<file path="src/rtl/mcsr_pkg.sv">
package mcsr_pkg;

   localparam logic [11:0] ADR_MSTATUS  = 12'h300;
   localparam logic [11:0] ADR_MISA     = 12'h301;
   localparam logic [11:0] ADR_MTVEC    = 12'h305;
   localparam logic [11:0] ADR_MSCRATCH = 12'h340;
   localparam logic [11:0] ADR_MEPC     = 12'h341;
   localparam logic [11:0] ADR_MCAUSE   = 12'h342;
   localparam logic [11:0] ADR_MTVAL    = 12'h343;
   localparam logic [11:0] ADR_MCYC_LO  = 12'hB00;
   localparam logic [11:0] ADR_MCYC_HI  = 12'hB80;
   localparam logic [11:0] ADR_CYC_LO   = 12'hC00;
   localparam logic [11:0] ADR_TIM_LO   = 12'hC01;
   localparam logic [11:0] ADR_CYC_HI   = 12'hC80;
   localparam logic [11:0] ADR_TIM_HI   = 12'hC81;

   // XLEN code for a 32-bit machine, placed in the top two bits
   function automatic logic [31:0] xlen_field();
      return 32'h4000_0000;
   endfunction

   // base integer, multiply, atomic and compressed extension bits
   function automatic logic [31:0] isa_word();
      return xlen_field() | (32'h1 << 8) | (32'h1 << 12) | (32'h1 << 0) | (32'h1 << 2);
   endfunction

endpackage

</file>
<file path="src/rtl/mcsr_counter.sv">
module mcsr_counter #(
   parameter int CNT_W    = 64,
   parameter bit WRITABLE = 1'b1
) (
   input  logic               clk,
   input  logic               rst_n,
   input  logic               ld_lo,
   input  logic               ld_hi,
   input  logic [CNT_W/2-1:0] ld_data,
   output logic [CNT_W-1:0]   count
);
   localparam int HW = CNT_W / 2;

   if (CNT_W % 2 != 0) begin : g_bad_width
      $error("mcsr_counter: CNT_W must be even");
   end

   if (WRITABLE) begin : g_loadable
      always_ff @(posedge clk) begin
         if (!rst_n)     count <= '0;
         else if (ld_lo) count <= {count[CNT_W-1:HW], ld_data};
         else if (ld_hi) count <= {ld_data, count[HW-1:0]};
         else            count <= count + 1'b1;
      end

      a_r4_counter_steps: assert property (@(posedge clk) disable iff (!rst_n)
         (!ld_lo && !ld_hi) |=> (count == $past(count) + 1'b1));
      a_r5_low_load: assert property (@(posedge clk) disable iff (!rst_n)
         ld_lo |=> (count[HW-1:0] == $past(ld_data)));
   end else begin : g_fixed
      logic unused_ld;
      assign unused_ld = ^{ld_lo, ld_hi, ld_data};
      always_ff @(posedge clk) begin
         if (!rst_n) count <= '0;
         else        count <= count + 1'b1;
      end
   end

endmodule

</file>
<file path="src/rtl/mcsr_trap_regs.sv">
module mcsr_trap_regs
   import mcsr_pkg::*;
#(
   parameter int          XLEN          = 32,
   parameter int          ADDR_W        = 12,
   parameter logic [31:0] ILLEGAL_CAUSE = 32'd2
) (
   input  logic              clk,
   input  logic              rst_n,
   input  logic              csr_we,
   input  logic [ADDR_W-1:0] csr_addr,
   input  logic [XLEN-1:0]   csr_wdata,
   input  logic              trap_req,
   input  logic [XLEN-1:0]   trap_cause,
   input  logic [XLEN-1:0]   trap_pc,
   input  logic [XLEN-1:0]   trap_insn,
   output logic [XLEN-1:0]   r_status,
   output logic [XLEN-1:0]   r_tvec,
   output logic [XLEN-1:0]   r_scratch,
   output logic [XLEN-1:0]   r_epc,
   output logic [XLEN-1:0]   r_cause,
   output logic [XLEN-1:0]   r_tval,
   output logic [XLEN-1:0]   redirect_pc,
   output logic              redirect_valid
);
   logic wr_status, wr_tvec, wr_scratch, wr_epc, wr_cause, wr_tval;
   logic is_illegal;

   assign wr_status  = csr_we && (csr_addr == ADR_MSTATUS);
   assign wr_tvec    = csr_we && (csr_addr == ADR_MTVEC);
   assign wr_scratch = csr_we && (csr_addr == ADR_MSCRATCH);
   assign wr_epc     = csr_we && (csr_addr == ADR_MEPC);
   assign wr_cause   = csr_we && (csr_addr == ADR_MCAUSE);
   assign wr_tval    = csr_we && (csr_addr == ADR_MTVAL);
   assign is_illegal = (trap_cause == ILLEGAL_CAUSE[XLEN-1:0]);

   always_ff @(posedge clk) begin
      if (!rst_n) begin
         r_status       <= xlen_field();
         r_tvec         <= '0;
         r_scratch      <= '0;
         r_epc          <= '0;
         r_cause        <= '0;
         r_tval         <= '0;
         redirect_pc    <= '0;
         redirect_valid <= 1'b0;
      end else begin
         if (wr_status)  r_status  <= csr_wdata;
         if (wr_tvec)    r_tvec    <= csr_wdata;
         if (wr_scratch) r_scratch <= csr_wdata;
         if (wr_epc)     r_epc     <= csr_wdata;
         if (wr_cause)   r_cause   <= csr_wdata;
         if (wr_tval)    r_tval    <= csr_wdata;
         // trap updates come last so they win over a same-cycle write
         if (trap_req) begin
            r_epc       <= trap_pc;
            r_cause     <= trap_cause;
            r_tval      <= is_illegal ? trap_insn : trap_pc;
            redirect_pc <= r_tvec;
         end
         redirect_valid <= trap_req;
      end
   end

   a_r6_epc_capture: assert property (@(posedge clk) disable iff (!rst_n)
      trap_req |=> (r_epc == $past(trap_pc) && r_cause == $past(trap_cause)));
   a_r7_tval_illegal: assert property (@(posedge clk) disable iff (!rst_n)
      (trap_req && trap_cause == ILLEGAL_CAUSE[XLEN-1:0]) |=> (r_tval == $past(trap_insn)));
   a_r7_tval_other: assert property (@(posedge clk) disable iff (!rst_n)
      (trap_req && trap_cause != ILLEGAL_CAUSE[XLEN-1:0]) |=> (r_tval == $past(trap_pc)));
   a_r8_strobe_after_trap: assert property (@(posedge clk) disable iff (!rst_n)
      trap_req |=> (redirect_valid && redirect_pc == $past(r_tvec)));
   a_r8_no_stray_strobe: assert property (@(posedge clk) disable iff (!rst_n)
      !trap_req |=> !redirect_valid);

endmodule

</file>
<file path="src/rtl/mcsr_read_mux.sv">
module mcsr_read_mux
   import mcsr_pkg::*;
#(
   parameter int XLEN   = 32,
   parameter int ADDR_W = 12,
   parameter int CNT_W  = 64
) (
   input  logic [ADDR_W-1:0] csr_addr,
   input  logic [XLEN-1:0]   r_status,
   input  logic [XLEN-1:0]   r_tvec,
   input  logic [XLEN-1:0]   r_scratch,
   input  logic [XLEN-1:0]   r_epc,
   input  logic [XLEN-1:0]   r_cause,
   input  logic [XLEN-1:0]   r_tval,
   input  logic [CNT_W-1:0]  count,
   output logic [XLEN-1:0]   csr_rdata
);
   localparam int HW = CNT_W / 2;

   if (HW != XLEN) begin : g_bad_split
      $error("mcsr_read_mux: counter halves must match XLEN");
   end

   always_comb begin
      unique case (csr_addr)
         ADR_MISA:                             csr_rdata = isa_word();
         ADR_MSTATUS:                          csr_rdata = r_status;
         ADR_MTVEC:                            csr_rdata = r_tvec;
         ADR_MSCRATCH:                         csr_rdata = r_scratch;
         ADR_MEPC:                             csr_rdata = r_epc;
         ADR_MCAUSE:                           csr_rdata = r_cause;
         ADR_MTVAL:                            csr_rdata = r_tval;
         ADR_CYC_LO, ADR_MCYC_LO, ADR_TIM_LO: csr_rdata = count[HW-1:0];
         ADR_CYC_HI, ADR_MCYC_HI, ADR_TIM_HI: csr_rdata = count[CNT_W-1:HW];
         default:                              csr_rdata = '0;
      endcase
   end

endmodule

</file>
<file path="src/rtl/mcsr_trap_unit.sv">
module mcsr_trap_unit
   import mcsr_pkg::*;
#(
   parameter int          XLEN          = 32,
   parameter int          ADDR_W        = 12,
   parameter bit          CNT_WRITABLE  = 1'b1,
   parameter logic [31:0] ILLEGAL_CAUSE = 32'd2
) (
   input  logic              clk,
   input  logic              rst_n,
   input  logic [ADDR_W-1:0] csr_addr,
   input  logic [XLEN-1:0]   csr_wdata,
   input  logic              csr_we,
   output logic [XLEN-1:0]   csr_rdata,
   input  logic              trap_req,
   input  logic [XLEN-1:0]   trap_cause,
   input  logic [XLEN-1:0]   trap_pc,
   input  logic [XLEN-1:0]   trap_insn,
   output logic [XLEN-1:0]   redirect_pc,
   output logic              redirect_valid
);
   localparam int CNT_W = 2 * XLEN;

   if (XLEN != 32) begin : g_bad_xlen
      $error("mcsr_trap_unit: only XLEN = 32 is supported");
   end
   if (ADDR_W != 12) begin : g_bad_addr
      $error("mcsr_trap_unit: ADDR_W must be 12");
   end

   logic [XLEN-1:0]  r_status, r_tvec, r_scratch, r_epc, r_cause, r_tval;
   logic [CNT_W-1:0] count;
   logic             ld_lo, ld_hi;

   assign ld_lo = csr_we && (csr_addr == ADR_MCYC_LO);
   assign ld_hi = csr_we && (csr_addr == ADR_MCYC_HI);

   mcsr_counter #(.CNT_W(CNT_W), .WRITABLE(CNT_WRITABLE)) u_cnt (
      .clk(clk), .rst_n(rst_n), .ld_lo(ld_lo), .ld_hi(ld_hi),
      .ld_data(csr_wdata), .count(count)
   );

   mcsr_trap_regs #(.XLEN(XLEN), .ADDR_W(ADDR_W), .ILLEGAL_CAUSE(ILLEGAL_CAUSE)) u_regs (
      .clk(clk), .rst_n(rst_n), .csr_we(csr_we), .csr_addr(csr_addr),
      .csr_wdata(csr_wdata), .trap_req(trap_req), .trap_cause(trap_cause),
      .trap_pc(trap_pc), .trap_insn(trap_insn), .r_status(r_status),
      .r_tvec(r_tvec), .r_scratch(r_scratch), .r_epc(r_epc), .r_cause(r_cause),
      .r_tval(r_tval), .redirect_pc(redirect_pc), .redirect_valid(redirect_valid)
   );

   mcsr_read_mux #(.XLEN(XLEN), .ADDR_W(ADDR_W), .CNT_W(CNT_W)) u_rd (
      .csr_addr(csr_addr), .r_status(r_status), .r_tvec(r_tvec),
      .r_scratch(r_scratch), .r_epc(r_epc), .r_cause(r_cause), .r_tval(r_tval),
      .count(count), .csr_rdata(csr_rdata)
   );

   a_r2_isa_constant: assert property (@(posedge clk) disable iff (!rst_n)
      (csr_addr == ADR_MISA) |-> (csr_rdata == 32'h4000_1105));
   a_r9_trap_beats_write: assert property (@(posedge clk) disable iff (!rst_n)
      (trap_req && csr_we && csr_addr == ADR_MEPC) |=> (u_regs.r_epc == $past(trap_pc)));

endmodule

</file>
<file path="config.mk">
export PLATFORM = sky130hd
export DESIGN_NAME = mcsr_trap_unit
export DESIGN_NICKNAME = d
export VERILOG_FILES = /design/src/rtl/mcsr_pkg.sv /design/src/rtl/mcsr_counter.sv /design/src/rtl/mcsr_trap_regs.sv /design/src/rtl/mcsr_read_mux.sv /design/src/rtl/mcsr_trap_unit.sv
export SDC_FILE = /design/constraint.sdc
export NUM_CORES = 1
export LEC_CHECK = 0
export ABC_AREA = 0
export BUFFER_PORTS_ARGS = -buffer_cell sky130_fd_sc_hd__clkbuf_2
export CAP_MARGIN = 25
export CORE_MARGIN = 3
export CORE_UTILIZATION = 52
export CTS_BUF_LIST = sky130_fd_sc_hd__clkbuf_16
export DETAILED_ROUTE_END_ITERATION = 10
export PLACE_DENSITY = 0.76
export SETUP_SLACK_MARGIN = 0.1
export SLEW_MARGIN = 20
export SYNTH_ARGS = -nofsm -noshare
export SYNTH_HDL_FRONTEND = slang
export SYNTH_SLANG_ARGS = --single-unit
export TNS_END_PERCENT = 30
</file>
<file path="constraint.sdc">
create_clock -name clk -period 2.04 [get_ports clk]
set_input_delay 0.102 -clock clk [delete_from_list [all_inputs] [get_ports clk]]
set_output_delay 0.102 -clock clk [all_outputs]
set_load 0.05 [all_outputs]
</file>
Yosys cells after proc, flatten, opt, wreduce, memory -nomap -nowiden
Index checks and enable logic that the tools add are counted.
- logic and storage cells: 49
- input bits: 144
- output and inout bits: 65
- register bits: 289
- reductions and logical operators: 13
- add/subtract/negate cells: 1
- muxes and demuxes: 10
- equal/unequal tests: 15
- operator list (cell ; count):
    32-bit case mux with 9 select lines ; 1
    32-bit 2-to-1 mux ; 8
    12-bit by 10-bit == test with 1-bit output (second input constant) ; 7
    12-bit == test (second input constant) ; 6
    64-bit by 1-bit adder with 64-bit output (second input constant) ; 1
    64-bit 2-to-1 mux ; 1
    32-bit by 2-bit == test with 1-bit output (second input constant) ; 1
    1-bit logical AND ; 8
    2-bit nonzero test ; 3
    3-bit OR reduction ; 2
    2-bit != test (second input constant) ; 1

Logic depth before layout (Yosys ltp)
Gate-level depths: netlist of run 1.
- word-level depth: 4
- mapped depth: 9

Modules after synthesis
A second synthesis of run 1 with hierarchy kept.
- cell total of the unflattened synthesis: 1766
- area total of the unflattened synthesis: 15138.3 um^2
- by module, submodules not included (module ; cells an instance ; times used ; area an instance (um^2)):
    mcsr_trap_regs ; 949 ; 1 ; 8873.5
    mcsr_counter ; 514 ; 1 ; 3973.8
    mcsr_read_mux ; 297 ; 1 ; 2238.4
    mcsr_trap_unit ; 6 ; 1 ; 52.6

Worst setup path before layout of run 1
Ideal clock, no wire load.
- kind: input to output
- from: input csr_addr[0]
- to: output csr_rdata[23]
- path slack: -162 ps
- data arrival time: 2100 ps
- stages on the path: 5
- data required time: 1938 ps
- path buffers: 2
- cell sequence: buf_2 -> buf_1 -> mux4_2 -> a222oi_1 -> nand3_1
- longest elaborated chain between the ends: 3
- elaborated cells between the ends (all ways): 16
- classes of those cells: eq/ne (13); mux (1); reduce/logical (2)
- ends and longest elaborated chain (element ; RTL line ; text):
    start, declared ; mcsr_trap_unit.sv:11 ; input logic [ADDR_W-1:0] csr_addr,
    12-bit == test ; mcsr_read_mux.sv:25 ; unique case (csr_addr)
    3-bit OR reduction ; mcsr_read_mux.sv:25 ;
    32-bit case mux with 9 select lines (*) ; mcsr_read_mux.sv:25 ;
    end, declared ; mcsr_trap_unit.sv:14 ; output logic [XLEN-1:0] csr_rdata,
Mark *: on every way between the ends. The rest lies on a longest branch, timed or not.

Worst setup path after layout of run 1
- from: register u_regs.r_epc[10]
- to: output csr_rdata[10]
- longest elaborated chain between the ends: 1
- ends and longest elaborated chain (element ; RTL line ; text):
    start, declared ; mcsr_trap_regs.sv:20 ; output logic [XLEN-1:0] r_epc,
    start signal, assigned ; mcsr_trap_regs.sv:51 ; if (wr_epc) r_epc <= csr_wdata;
    start signal, assigned ; mcsr_trap_regs.sv:56 ; r_epc <= trap_pc;
    32-bit case mux with 9 select lines ; mcsr_read_mux.sv:25 ;
No other way between the ends.

==> results of run 1 <==
==> worst paths after layout <==
check	startpoint	endpoint	slack, ps	cells past startpoint
setup reg to reg	u_cnt.count[3]	u_cnt.count[61]	-90	6
hold / removal	trap_pc[16]	u_regs.r_epc[16]	-6	3
setup / recovery	u_regs.r_epc[10]	csr_rdata[10]	-290	4
hold reg to reg	u_regs.r_scratch[19]	u_regs.r_scratch[19]	450	2
==> sequential cells by signal, summed over array words and instances (netlist names) <==
name / cells
u_cnt.count: 64
u_regs.r_cause: 32
u_regs.r_epc: 32
u_regs.r_scratch: 32
u_regs.r_status: 32
u_regs.r_tval: 32
u_regs.r_tvec: 32
u_regs.redirect_pc: 32
u_regs.redirect_valid: 1
==> critical path, cell delays in order (launching register included) <==
cell and delay, ps:
dfxtp_2 330, mux4_2 490, a222oi_1 450, nand3_2 200
buf_12 190
==> power by group through the flow <==
stage               clock, W  sequential, W  combinational, W
finish               0.00610        0.00590           0.00152
detailed placement         0        0.00599           0.00109
global route         0.00629        0.00590           0.00157
global placement           0        0.00599           0.00106
CTS                  0.00603        0.00587           0.00132
floorplan                  0        0.00596          0.000553
==> metal layers <==
metal	GRT usage [%]	up-vias	routed length (um)
met5	0	-	0
met4	14.9	0	4160
met1	49.4	8108	22500
met2	61.6	1642	29200
met3	9.40	381	8760
li1	-	7356	-
==> Yosys cell counts (33+ instances only) <==
| cell | count |
|---|---|
| a22o_1 | 42 |
| nand3_1 | 58 |
| o21ai_0 | 89 |
| nor2_1 | 94 |
| mux2i_1 | 107 |
| a211oi_1 | 33 |
| clkbuf_1 | 94 |
| nand2_1 | 292 |
| a21oi_1 | 202 |
| dfxtp_1 | 289 |
| a22oi_1 | 69 |
| nor3_1 | 64 |
| o22ai_1 | 36 |
==> kinds of logic after synthesis <==
| family | share of synthesized area (%) |
|---|---|
| buf+inv | 4.74 |
| mux | 9.77 |
| compound gates | 23.1 |
| xor+xnor | 2.23 |
| flops | 39.8 |
| simple gates | 20.3 |
| fa+ha+maj | 0.0861 |
==> area by class of cell <==
cell class                      instances  area share [%]
Clock inverter                         24            1.47
Tap cell                              372            2.18
Clock buffer                           31            3.64
Inverter                               14           0.258
Multi-Input combinational cell       1320            42.4
Sequential cell                       289            27.3
Timing Repair Buffer                  550            22.8
==> what timing repair did <==
item	in CTS	in global routing
pin swaps	41	57
gates cloned	1	4
endpoints found under the hold margin	183	0
endpoints found under the setup margin	67	110
hold buffers	112	0
gates resized for setup	96	133
setup buffers	9	14
==> through the flow <==
stage | instance area (sq um) | instances
detailed placement | 17900 | 2406
global route | 21300 | 2600
CTS | 20600 | 2583
floorplan | 14700 | 1767
finish | 21300 | 2600
global placement | 17900 | 2406
==> impl_metrics.ini, run 1 <==
[grt]
grt_max_degree = 104
grt_usage_pct = 38.2
grt_pass1_wl_mm = 93.0
antenna_found_initial = 0
grt_pass1_vias = 16700
overflow = 0

[synth]
yosysWarnings = 0
syn_nets = 1912
synthTopCellsByArea = dfxtp_1, nand2_1, mux2i_1
synthCells = 1767
synth_top_area_share_pct = 39.8
ys_ff_latch = 289
syn_area_per_cell_sq_um = 8.23
synth.yosys.seq_area_share_pct = 39.8
synth_cell_type_count = 73
synth_top_cell_by_area = dfxtp_1
ys.flop_type = dfxtp_1
synth_edf_count = 0
synthArstFlopShare_pct = 0
synth_area_sq_um = 14500

[worst_setup_path]
cp.arrival_ps = 2220
crit_required_ps = 1940
critPathKind = flop to output port
cp-end-kind = output port
crit_fanout = 2
cp-start-kind = flop

[power]
leakagePower_nw = 8.55
p_int_w = 0.0101
seqPwrFrac_pct = 43.6
p_sw_w = 0.00344
powerDensity_nw_per_um2 = 634
p_sw_share_pct = 25.4
power.total_w = 0.0135
ir_drop_mv = 0.528
p_clk_share_pct = 45.1
p_comb_share_pct = 11.2

[clock_network]
cts_tree = built
clockRootBuffer = clkbuf_16
clk_latency_ps = 570
htreeDepth = 1
clkSinkCount = 289
numCtsBuffers = 30
ctsLongestPathBuffers = 3
cts.reportedPaths.clkPinSlew_ps = 70

[timing]
skew_ps = 8.94
period_share_pct = 114
setup_viol = 33
setup-tns-final_ps = -3890
hold_slack_ps = -6.42
worst_slew_pin_slew_ps = 1090
final_hold_viol_count = 1
fin_ws_ps = -286
rsz0062_at_grt = true
period_minus_slack_ps = 2330
fmax_ghz = 0.430
maxSlewHeadroom_pct = 26.9
drv_slew = 0

[finish]
diodes = 0
drive_gt1_share_pct = 31.5
ff_latch_area_sq_um = 5820
layout.cells.most_common_list = nand2_1, dfxtp_1, buf_4
multiInputGateArea_sq_um = 9030
fill_cells = 1686
syn_to_final_growth_pct = 46.7
final_common_cell = nand2_1
final_nets = 2350
fin_util_pct = 78.5

[place]
gp_congestion = 1.01
io_buffers = 208
place_ws_ps = -117
hpwl_mm = 39.1

[route]
drt_wl_total_mm = 64.6
vias = 17500
drt_iter0_markers = 3000
drt-vias-per-instance = 6.73
wire_per_inst_um = 24.8
post-route-drc-count = 0
ant_nets = 0
drtPass1Iterations = 6

[floorplanning]
rows = 60
chipWidth_um = 173
core_sq_um = 27200
start_util_pct = 53.5
dieArea_sq_um = 30000
io_pins = 209
die_h_um = 173

[hold_path]
min_path_type = primary input to flop

[run_status]
violations = hold timing, setup timing
status = finished, violations left

[job]
max-cap-violations = 0
Note: power is estimated with default switching activity, not from simulation.
==> run 2: changes to the inputs <==
--- a/config.mk
+++ b/config.mk
@@ -9,11 +9,13 @@
 export BUFFER_PORTS_ARGS = -buffer_cell sky130_fd_sc_hd__clkbuf_2
 export CAP_MARGIN = 25
 export CORE_MARGIN = 3
-export CORE_UTILIZATION = 52
+export CORE_UTILIZATION = 60
 export CTS_BUF_LIST = sky130_fd_sc_hd__clkbuf_16
 export DETAILED_ROUTE_END_ITERATION = 10
-export PLACE_DENSITY = 0.76
+export PLACE_DENSITY = 0.83
+export REMOVE_ABC_BUFFERS = 1
 export SETUP_SLACK_MARGIN = 0.1
+export SKIP_CTS_REPAIR_TIMING = 1
 export SLEW_MARGIN = 20
 export SYNTH_ARGS = -nofsm -noshare
 export SYNTH_HDL_FRONTEND = slang
==> constraint.sdc (replaced) <==
create_clock -name clk -period 2.73 [get_ports clk]
set_input_delay 0.1365 -clock clk [delete_from_list [all_inputs] [get_ports clk]]
set_output_delay 0.1365 -clock clk [all_outputs]
set_load 0.05 [all_outputs]
==> run 2 against run 1 <==
  * The run ends with hold timing left
  * Utilization is 0.80 points lower
  * Non-clock buffer count is 179 lower
  * Clock power is 37% lower
  * Count of clock-buffer cells in the layout stayed put
  * Sequential power is 26% lower
  * Die area is 13% lower
  * Final cell count is 8.9% lower
  * Global-route usage is 0.96 points higher
==> impl_metrics.ini, run 2 (synthesis results as in run 1) <==
[finish]
fill_cells = 1607
drive_gt1_share_pct = 18.4
final_nets = 2171
final_area_sq_um = 18300
regMostFlops = u_cnt.count
final_common_cell = nand2_1
largest_register_ffs = 64
syn_to_final_growth_pct = 26.2
layout.cells.most_common_list = nand2_1, dfxtp_1, a21oi_1

[worst_setup_path]
crit_slowest_cell = or4_1
r2r-start = u_cnt.count[7]
cp.arrival_ps = 2460
cp_top_family = simple AND/OR/NAND/NOR gates
crit_fanout = 16
cp-start-kind = primary input
cp_cell_sequence = clkbuf_2, or4_1, or2_1, nor2_2, buf_4, a22o_1, a221oi_1, nand2_1, buf_12
cp-end-kind = output port
critPathKind = primary input to output port
r2r_slack_ps = 290
rr_worst_depth = 6
crit_required_ps = 2590
slowest_delay_ps = 610
path_buf_inv = 3
r2r_end = u_cnt.count[61]

[hold_path]
hold_path_startpoint = trap_cause[9]
hold_end = u_regs.r_cause[9]
hold_path_depth = 3
min_path_type = primary input to flop

[timing]
period_minus_slack_ps = 2590
skew_ps = 10.3
setup-tns-final_ps = 0
maxSlewHeadroom_pct = 39.0
drv_slew = 0
rsz0062_at_grt = false
hold_slack_ps = -36.5
fmax_ghz = 0.385
period_share_pct = 95.0
worst_slew_pin_slew_ps = 915
final_hold_viol_count = 9
setup_viol = 0

[place]
hpwl_mm = 36.3
io_buffers = 208
dpl_cell_area_sq_um = 16600
gp_congestion = 0.992

[grt]
grt_max_degree = 178
overflow = 0
antenna_found_initial = 1
grt_pass1_vias = 14500
grt_pass1_wl_mm = 81.3
grt_usage_pct = 39.1

[clock_network]
clockRootBuffer = clkbuf_16
cts_tree = built
numCtsBuffers = 30
clkSinkCount = 289
ctsLongestPathBuffers = 3
clk_latency_ps = 570
cts.reportedPaths.clkPinSlew_ps = 60
htreeDepth = 1

[floorplanning]
rows = 56
chipWidth_um = 162
dieArea_sq_um = 26100
core_sq_um = 23600
io_pins = 209
die_h_um = 162
start_util_pct = 61.6

[run_status]
status = finished, violations left
violations = hold timing

[route]
drt-vias-per-instance = 6.86
vias = 16200
drtPass1Iterations = 7
post-route-drc-count = 0
ant_nets = 0
wire_per_inst_um = 24.1
drt_iter0_markers = 2475
drt_wl_total_mm = 57.1

[power]
p_comb_share_pct = 9.9
p_sw_w = 0.00234
seqPwrFrac_pct = 47.9
p_int_w = 0.00682
p_sw_share_pct = 25.5
powerDensity_nw_per_um2 = 499
leakagePower_nw = 7.04
p_clk_share_pct = 42.2
ir_drop_mv = 0.568

[job]
max-cap-violations = 0
[run 2: changes by cell type in the layout (fill, tap and decap cells not counted), moves of 15 or more]
cell / change
dfxtp_2: -29
dfxtp_1: +29
a221oi_1: +16
a221oi_2: -16
buf_4: -125
nand3_2: -18
nand3_1: +22
buf_12: -17
buf_6: -15
[run 2: worst max path at each step]
stage	start	end	slack, ps	cells after the start
global placement	u_cnt.count[7]	u_cnt.count[61]	280	6
CTS	csr_addr[0]	csr_rdata[15]	230	9
finish	csr_addr[0]	csr_rdata[15]	140	9
floorplan	rst_n	u_regs.r_tval[0]	-3140	3
detailed placement	csr_addr[0]	csr_rdata[9]	250	9
global route	csr_addr[0]	csr_rdata[15]	120	9
[run 2: metal layers]
metal	part of all wire, %	vias to the layer above	global-route usage (%)
li1	-	6993	-
met1	36	7567	53.5
met2	44	1374	60.3
met3	14	310	8.34
met4	6.0	0	16.8
met5	0	-	0
[run 2: worst register-to-register path, stage by stage (launching register included)]
cell      delay [ps]
dfxtp_1          440
nand3_1          280
nor4_1           490
nand2_2          270
or4_1            570
o31ai_1          190
o21bai_1         130
[run 2: stage by stage]
stage	hold WS (ps)	util (%)	worst slack, ps	cells	total power (W)
4_1_cts	-149	73.9	227	2280	0.00898
3_3_place_gp	426	70.1	276	2225	0.00519
5_1_grt	-7.33	77.7	122	2368	0.00937
3_5_place_dp	426	70.1	247	2226	0.00522
6_report	-36.5	77.7	135	2369	0.00916
2_1_floorplan	208	-	-3140	1623	0.00479
[run 2: power groups by stage]
stage               Clock (W)  Combinational [W]  Sequential (W)
detailed placement          0           0.000749         0.00447
global route          0.00403           0.000947         0.00439
finish                0.00387           0.000904         0.00439
floorplan                   0           0.000335         0.00446
CTS                   0.00384           0.000756         0.00438
global placement            0           0.000724         0.00447
[run 2: layout make-up]
cell class              count  area, sq um  area share (%)
clock inverters            23          126           0.689
diodes                      2         5.00          0.0273
flip-flops and latches    289         5790            31.5
clock buffers              31          776            4.23
inverters                  14         57.6           0.314
well taps                 319          399            2.18
repair buffers            371         3090            16.8
multi-input cells        1320         8100            44.2
